--- src/rtl/gsq_pkg.sv ---
package gsq_pkg;
   typedef enum logic [1:0] {
      GSQ_IDLE  = 2'd0,
      GSQ_RUN   = 2'd1,
      GSQ_RECOV = 2'd2
   } gsq_state_e;
endpackage

--- src/rtl/gsq_sync.sv ---
module gsq_sync #(
   parameter int   STAGES  = 2,
   parameter logic RST_VAL = 1'b1
) (
   input  logic clk,
   input  logic rst_n,
   input  logic d_i,
   output logic q_o
);
   initial begin
      assert (STAGES >= 2) else $error("gsq_sync: STAGES must be at least 2");
   end

   logic [STAGES-1:0] chain_q;

   for (genvar g = 0; g < STAGES; g++) begin : g_stage
      if (g == 0) begin : g_first
         always_ff @(posedge clk or negedge rst_n) begin
            if (!rst_n) chain_q[0] <= RST_VAL;
            else        chain_q[0] <= d_i;
         end
      end else begin : g_next
         always_ff @(posedge clk or negedge rst_n) begin
            if (!rst_n) chain_q[g] <= RST_VAL;
            else        chain_q[g] <= chain_q[g-1];
         end
      end
   end

   assign q_o = chain_q[STAGES-1];
endmodule

--- src/rtl/gsq_ctrl.sv ---
module gsq_ctrl
   import gsq_pkg::*;
#(
   parameter int HALF_W = 8
) (
   input  logic              clk,
   input  logic              rst_n,
   input  logic              gate_s_i,
   input  logic [HALF_W-1:0] hlat_i,
   output logic              start_o,
   output logic              run_o
);
   initial begin
      assert (HALF_W >= 1) else $error("gsq_ctrl: HALF_W must be at least 1");
   end

   gsq_state_e        state_q, state_d;
   logic [HALF_W-1:0] rcnt_q, rcnt_d;
   logic              window_done;

   assign window_done = (rcnt_q == '0);

   always_comb begin
      state_d = state_q;
      rcnt_d  = rcnt_q;
      start_o = 1'b0;
      unique case (state_q)
         GSQ_IDLE: begin
            if (!gate_s_i) begin
               state_d = GSQ_RUN;
               start_o = 1'b1;
            end
         end
         GSQ_RUN: begin
            if (gate_s_i) begin
               state_d = GSQ_RECOV;
               rcnt_d  = hlat_i - 1'b1;
            end
         end
         GSQ_RECOV: begin
            if (window_done) begin
               if (!gate_s_i) begin
                  state_d = GSQ_RUN;
                  start_o = 1'b1;
               end else begin
                  state_d = GSQ_IDLE;
               end
            end else begin
               rcnt_d = rcnt_q - 1'b1;
            end
         end
         default: state_d = GSQ_IDLE;
      endcase
   end

   always_ff @(posedge clk or negedge rst_n) begin
      if (!rst_n) begin
         state_q <= GSQ_IDLE;
         rcnt_q  <= '0;
      end else begin
         state_q <= state_d;
         rcnt_q  <= rcnt_d;
      end
   end

   assign run_o = (state_q == GSQ_RUN);

   AST_RECOV_HOLDOFF: assert property (@(posedge clk) disable iff (!rst_n)
      (state_q == GSQ_RECOV && !window_done) |=> (state_q != GSQ_RUN));

   AST_STOP_ON_RELEASE: assert property (@(posedge clk) disable iff (!rst_n)
      (state_q == GSQ_RUN && gate_s_i) |=> (state_q == GSQ_RECOV));
endmodule

--- src/rtl/gsq_wave.sv ---
module gsq_wave #(
   parameter int HALF_W = 8
) (
   input  logic              clk,
   input  logic              rst_n,
   input  logic              start_i,
   input  logic              run_i,
   input  logic [HALF_W-1:0] half_cfg_i,
   output logic              phase_o,
   output logic [HALF_W-1:0] hlat_o
);
   localparam logic [HALF_W-1:0] ONE = HALF_W'(1);

   logic [HALF_W-1:0] cnt_q;
   logic [HALF_W-1:0] eff_half;

   assign eff_half = (half_cfg_i == '0) ? ONE : half_cfg_i;

   always_ff @(posedge clk or negedge rst_n) begin
      if (!rst_n) begin
         hlat_o  <= ONE;
         cnt_q   <= '0;
         phase_o <= 1'b0;
      end else if (start_i) begin
         hlat_o  <= eff_half;
         cnt_q   <= eff_half - 1'b1;
         phase_o <= 1'b0;
      end else if (run_i) begin
         if (cnt_q == '0) begin
            phase_o <= ~phase_o;
            cnt_q   <= hlat_o - 1'b1;
         end else begin
            cnt_q   <= cnt_q - 1'b1;
         end
      end
   end

   AST_LEVEL_HOLD: assert property (@(posedge clk) disable iff (!rst_n)
      (run_i && !start_i && cnt_q != '0) |=> $stable(phase_o));

   AST_CFG_FROZEN: assert property (@(posedge clk) disable iff (!rst_n)
      (!start_i) |=> $stable(hlat_o));
endmodule

--- src/rtl/gated_square_gen.sv ---
module gated_square_gen #(
   parameter int HALF_W      = 8,
   parameter int SYNC_STAGES = 2
) (
   input  logic              clk,
   input  logic              rst_n,
   input  logic              gate_n,
   input  logic [HALF_W-1:0] half_cfg,
   output logic              clk_a,
   output logic              clk_b
);
   logic              gate_s;
   logic              start;
   logic              running;
   logic              phase;
   logic [HALF_W-1:0] hlat;

   gsq_sync #(.STAGES(SYNC_STAGES), .RST_VAL(1'b1)) u_sync (
      .clk   (clk),
      .rst_n (rst_n),
      .d_i   (gate_n),
      .q_o   (gate_s)
   );

   gsq_ctrl #(.HALF_W(HALF_W)) u_ctrl (
      .clk      (clk),
      .rst_n    (rst_n),
      .gate_s_i (gate_s),
      .hlat_i   (hlat),
      .start_o  (start),
      .run_o    (running)
   );

   gsq_wave #(.HALF_W(HALF_W)) u_wave (
      .clk        (clk),
      .rst_n      (rst_n),
      .start_i    (start),
      .run_i      (running),
      .half_cfg_i (half_cfg),
      .phase_o    (phase),
      .hlat_o     (hlat)
   );

   assign clk_a = running & phase;
   assign clk_b = running ? phase : 1'b1;

   AST_IDLE_SPLIT: assert property (@(posedge clk) disable iff (!rst_n)
      (!running) |-> (clk_a != clk_b));

   AST_RUN_TOGETHER: assert property (@(posedge clk) disable iff (!rst_n)
      running |-> (clk_a == clk_b));

   AST_START_LOW: assert property (@(posedge clk) disable iff (!rst_n)
      $rose(running) |-> (!clk_a && !clk_b));
endmodule

--- config.mk ---
export PLATFORM = sky130hd
export DESIGN_NAME = gated_square_gen
export DESIGN_NICKNAME = d
export VERILOG_FILES = /design/src/rtl/gsq_pkg.sv /design/src/rtl/gsq_sync.sv /design/src/rtl/gsq_ctrl.sv /design/src/rtl/gsq_wave.sv /design/src/rtl/gated_square_gen.sv
export SDC_FILE = /design/constraint.sdc
export NUM_CORES = 1
export LEC_CHECK = 0
export ABC_AREA = 1
export ABC_CLOCK_PERIOD_IN_PS = 3500
export BUFFER_PORTS_ARGS = -buffer_cell sky130_fd_sc_hd__buf_2
export CAP_MARGIN = 20
export CORE_MARGIN = 2
export CORE_UTILIZATION = 55
export CTS_CLUSTER_SIZE = 40
export DETAILED_ROUTE_END_ITERATION = 8
export PLACE_DENSITY = 0.73
export SYNTH_ARGS = -nofsm -noshare
export SYNTH_HDL_FRONTEND = slang
export SYNTH_SLANG_ARGS = --single-unit
--- constraint.sdc ---
create_clock -name clk -period 3.5 [get_ports clk]
set_clock_uncertainty 0.05 [all_clocks]
set_input_delay 0.7 -clock clk [delete_from_list [all_inputs] [get_ports clk]]
set_output_delay 0.7 -clock clk [all_outputs]
set_load 0.03 [all_outputs]
==> summary.txt <==
status = finished clean
YS warnings = 0
clock power share = 16.8%
RSZ-0062 raised after global routing = false
area of the multi-input gates = 1180 µm²
Area contributors post-synth = dfrtp_1 (31%), nand2_1 (13%), nand3_1 (7.1%)
grt ovf = 0
top cell type by total area after synthesis = dfrtp_1
CP Capture Type = primary output
H-tree Lvls = 2
Tmin final = 2.38 ns
post-CTS sizing = 0
Sw Ratio = 48.1%
fill count = 352
most common cell after layout, fill and taps aside = nand2_1
post-DP HPWL = 3.54 mm
vias in the first global route = 1779
Main synth FF type = dfrtp_1
Post-Synth XOR/XNOR Area = 2.08%
simple logic cell fraction of the synthesized area = 34.9%
Initial Util = 57.4%
DRT iter0 DRCs = 136
pre-CTS WS = 1.24 ns
drt pass-1 iters = 4
Post-CTS Setup Inserts = 0
P_sw = 1.05 mW
critical path peak fanout = 7
syn_nets = 327
largest family of logic cells by synthesized area = simple AND/OR/NAND/NOR gates
vias per inst = 5.31
Seq/Total Area, Yosys = 34.7%
Final Max Tran Viols = 0
combinational power share = 54.3%
most frequent cells in the layout = nand2_1 (73), nor2_1 (39), inv_1 (38)
Syn Inst Count = 305
max incr delay on CP = 0.40 ns
cell mode on critical path = inv_1
die width = 65.8 µm
worst-margin pin slew = 0.647 ns
internal power = 1.13 mW
Flop pwr share = 28.9%
Arr. time, crit path = 1.63 ns
final setup violating endpoints = 0
Clock Tree Buf Depth = 2
Final nets = 341
drt drc = 0
Peak Freq = 420 MHz
CTS tree = done
adder-cell share of the synthesized area = 6.55%
number of routed nets with antenna violations = 0
post-synthesis area per instance = 6.89 µm²
HP Class = flop to flop
routability congestion estimate = 0.901
cts-stage hold buffer count = 0
kind of critical path = flop to primary output
mux cell area share after synthesis = 0%
Max-cap violations = 0
post-route clock period utilization = 68.0%
Netlist Area Pre-Place = 2100 µm²
routed via count = 1954
setup TNS = 0 ns
synth unique cells = 28
Pleak = 1.14 nW
core area = 3660 µm²
post-DR wirelength/cell = 12.5 µm
number of flops mapped to enable cells by yosys = 0
antenna violations before repair = 0
total track usage = 24.5%
Worst-path clk slew = 0.06 ns
Clock Latency Late Sink = 0.29 ns
post-detailed-routing wire length = 4.58 mm
CP max stage cell = dfrtp_1
Worst setup SP type = flop
IO buf count = 12
ys async rst share = 100%
Cell Chain, Critical Path = inv_1 -> ha_1 -> inv_1 -> or2_2 -> buf_2
Clock Sinks = 29
layout cells sized above 1 = 11.3%
Power Dens Cells = 947 nW/µm²
Reg area = 729 µm²
DIE HEIGHT = 65.8 µm
CTS buffer count = 5
worst vdd ir = 0.000427 V
floorplan row count = 22
Worst Path Required = 2.75 ns
CTS root buf = clkbuf_8
first-pass GRT wire length = 8.05 mm
Syn-to-layout area delta = 9.23%
Final Hold Vio Count = 0
Slew HR = 56.9%
largest net degree at the start of global routing = 30
post-layout util = 62.7%
post-synthesis compound-gate area fraction = 12.6%
share of the synthesized area in the top cell type = 31.0%
IO Pins = 13
full die area = 4330 µm²
Seq cells post-synth = 29
# diodes = 0
post-layout worst setup margin = 1.12 ns
cell families (layout without fill, tap and decap cells):
group / after synthesis / count (layout)
simple gates: 165 / 165
compound gates: 50 / 50
buf+inv: 45 / 60
flops: 29 / 29
fa+ha+maj: 11 / 11
xor+xnor: 5 / 5
synthesized netlist by cell type (all sizes together) (2+ instances only):
cell,count
nand4,7
dfrtp,26
nand3,32
a21oi,13
buf,4
dfstp,3
ha,11
o21ai,31
inv,40
nor2,43
o211ai,3
nor3,3
xor2,3
xnor2,2
or2,2
nand2,77
metal layers:
layer / track usage (%) / vias to the layer above / part of all wire, % / wire length [µm]
li1: - / 1018 / - / -
met1: 33.0 / 878 / 50 / 2280
met2: 38.0 / 49 / 43 / 1970
met3: 6.47 / 9 / 5.1 / 233
met4: 8.59 / 0 / 2.0 / 93
met5: 0 / - / 0 / 0
registers in the layout, summed over array words and instances, names as in the netlist:
| signal | flops |
|---|---|
| u_ctrl.rcnt_q | 8 |
| u_wave.cnt_q | 8 |
| u_wave.hlat_o | 8 |
| u_ctrl.state_q | 2 |
| u_sync.chain_q | 1 |
| u_sync.q_o | 1 |
| u_wave.phase_o | 1 |
power groups by stage:
stage          logic, mW  registers, mW  clock network, mW
3_5_place_dp        1.18          0.629                  0
5_1_grt             1.37          0.651              0.384
2_1_floorplan      0.981          0.597                  0
3_3_place_gp        1.16          0.627                  0
4_1_cts             1.18          0.626              0.369
6_report            1.18          0.628              0.365
worst paths after layout:
| kind | from | to | slack, ns | depth (start not counted) |
|---|---|---|---|---|
| worst max register to register | u_ctrl.state_q[0] | u_wave.cnt_q[3] | 1.27 | 8 |
| max in group asynchronous | rst_n | u_wave.cnt_q[6] | 2.58 | 1 |
| worst min register to register | u_sync.chain_q[0] | u_sync.q_o | 0.31 | 0 |
| min in group asynchronous | rst_n | u_ctrl.rcnt_q[7] | 0.38 | 1 |
| worst max-delay path | u_ctrl.state_q[1] | clk_b | 1.12 | 5 |
| worst min-delay path | u_sync.chain_q[0] | u_sync.q_o | 0.31 | 0 |
through the flow:
| step | total power, mW | hold WS, ns | instance area, µm² | cells |
|---|---|---|---|---|
| 6_report | 2.17 | 0.306 | 2290 | 368 |
| 5_1_grt | 2.41 | 0.308 | 2290 | 368 |
| 4_1_cts | 2.18 | 0.306 | 2290 | 368 |
| 3_5_place_dp | 1.81 | 0.297 | 2180 | 360 |
| 3_3_place_gp | 1.79 | 0.296 | 2180 | 360 |
| 2_1_floorplan | 1.58 | 0.295 | 2100 | 305 |
critical path: cells and delay by family, from the launching register on:
| kind | cells | cell delay (ns) |
|---|---|---|
| buf+inv | 3 | 0.44 |
| flops | 1 | 0.40 |
| simple gates | 1 | 0.29 |
| fa+ha+maj | 1 | 0.22 |
layout make-up:
class / instances / share of cell area (%)
clock buffer: 7 / 3.76
clock inverter: 1 / 1.31
inverter: 40 / 6.54
multi-input combinational: 231 / 51.4
sequential: 29 / 31.8
tap: 48 / 2.62
timing repair buffer: 12 / 2.62
Note: power is estimated with default switching activity, not from simulation.
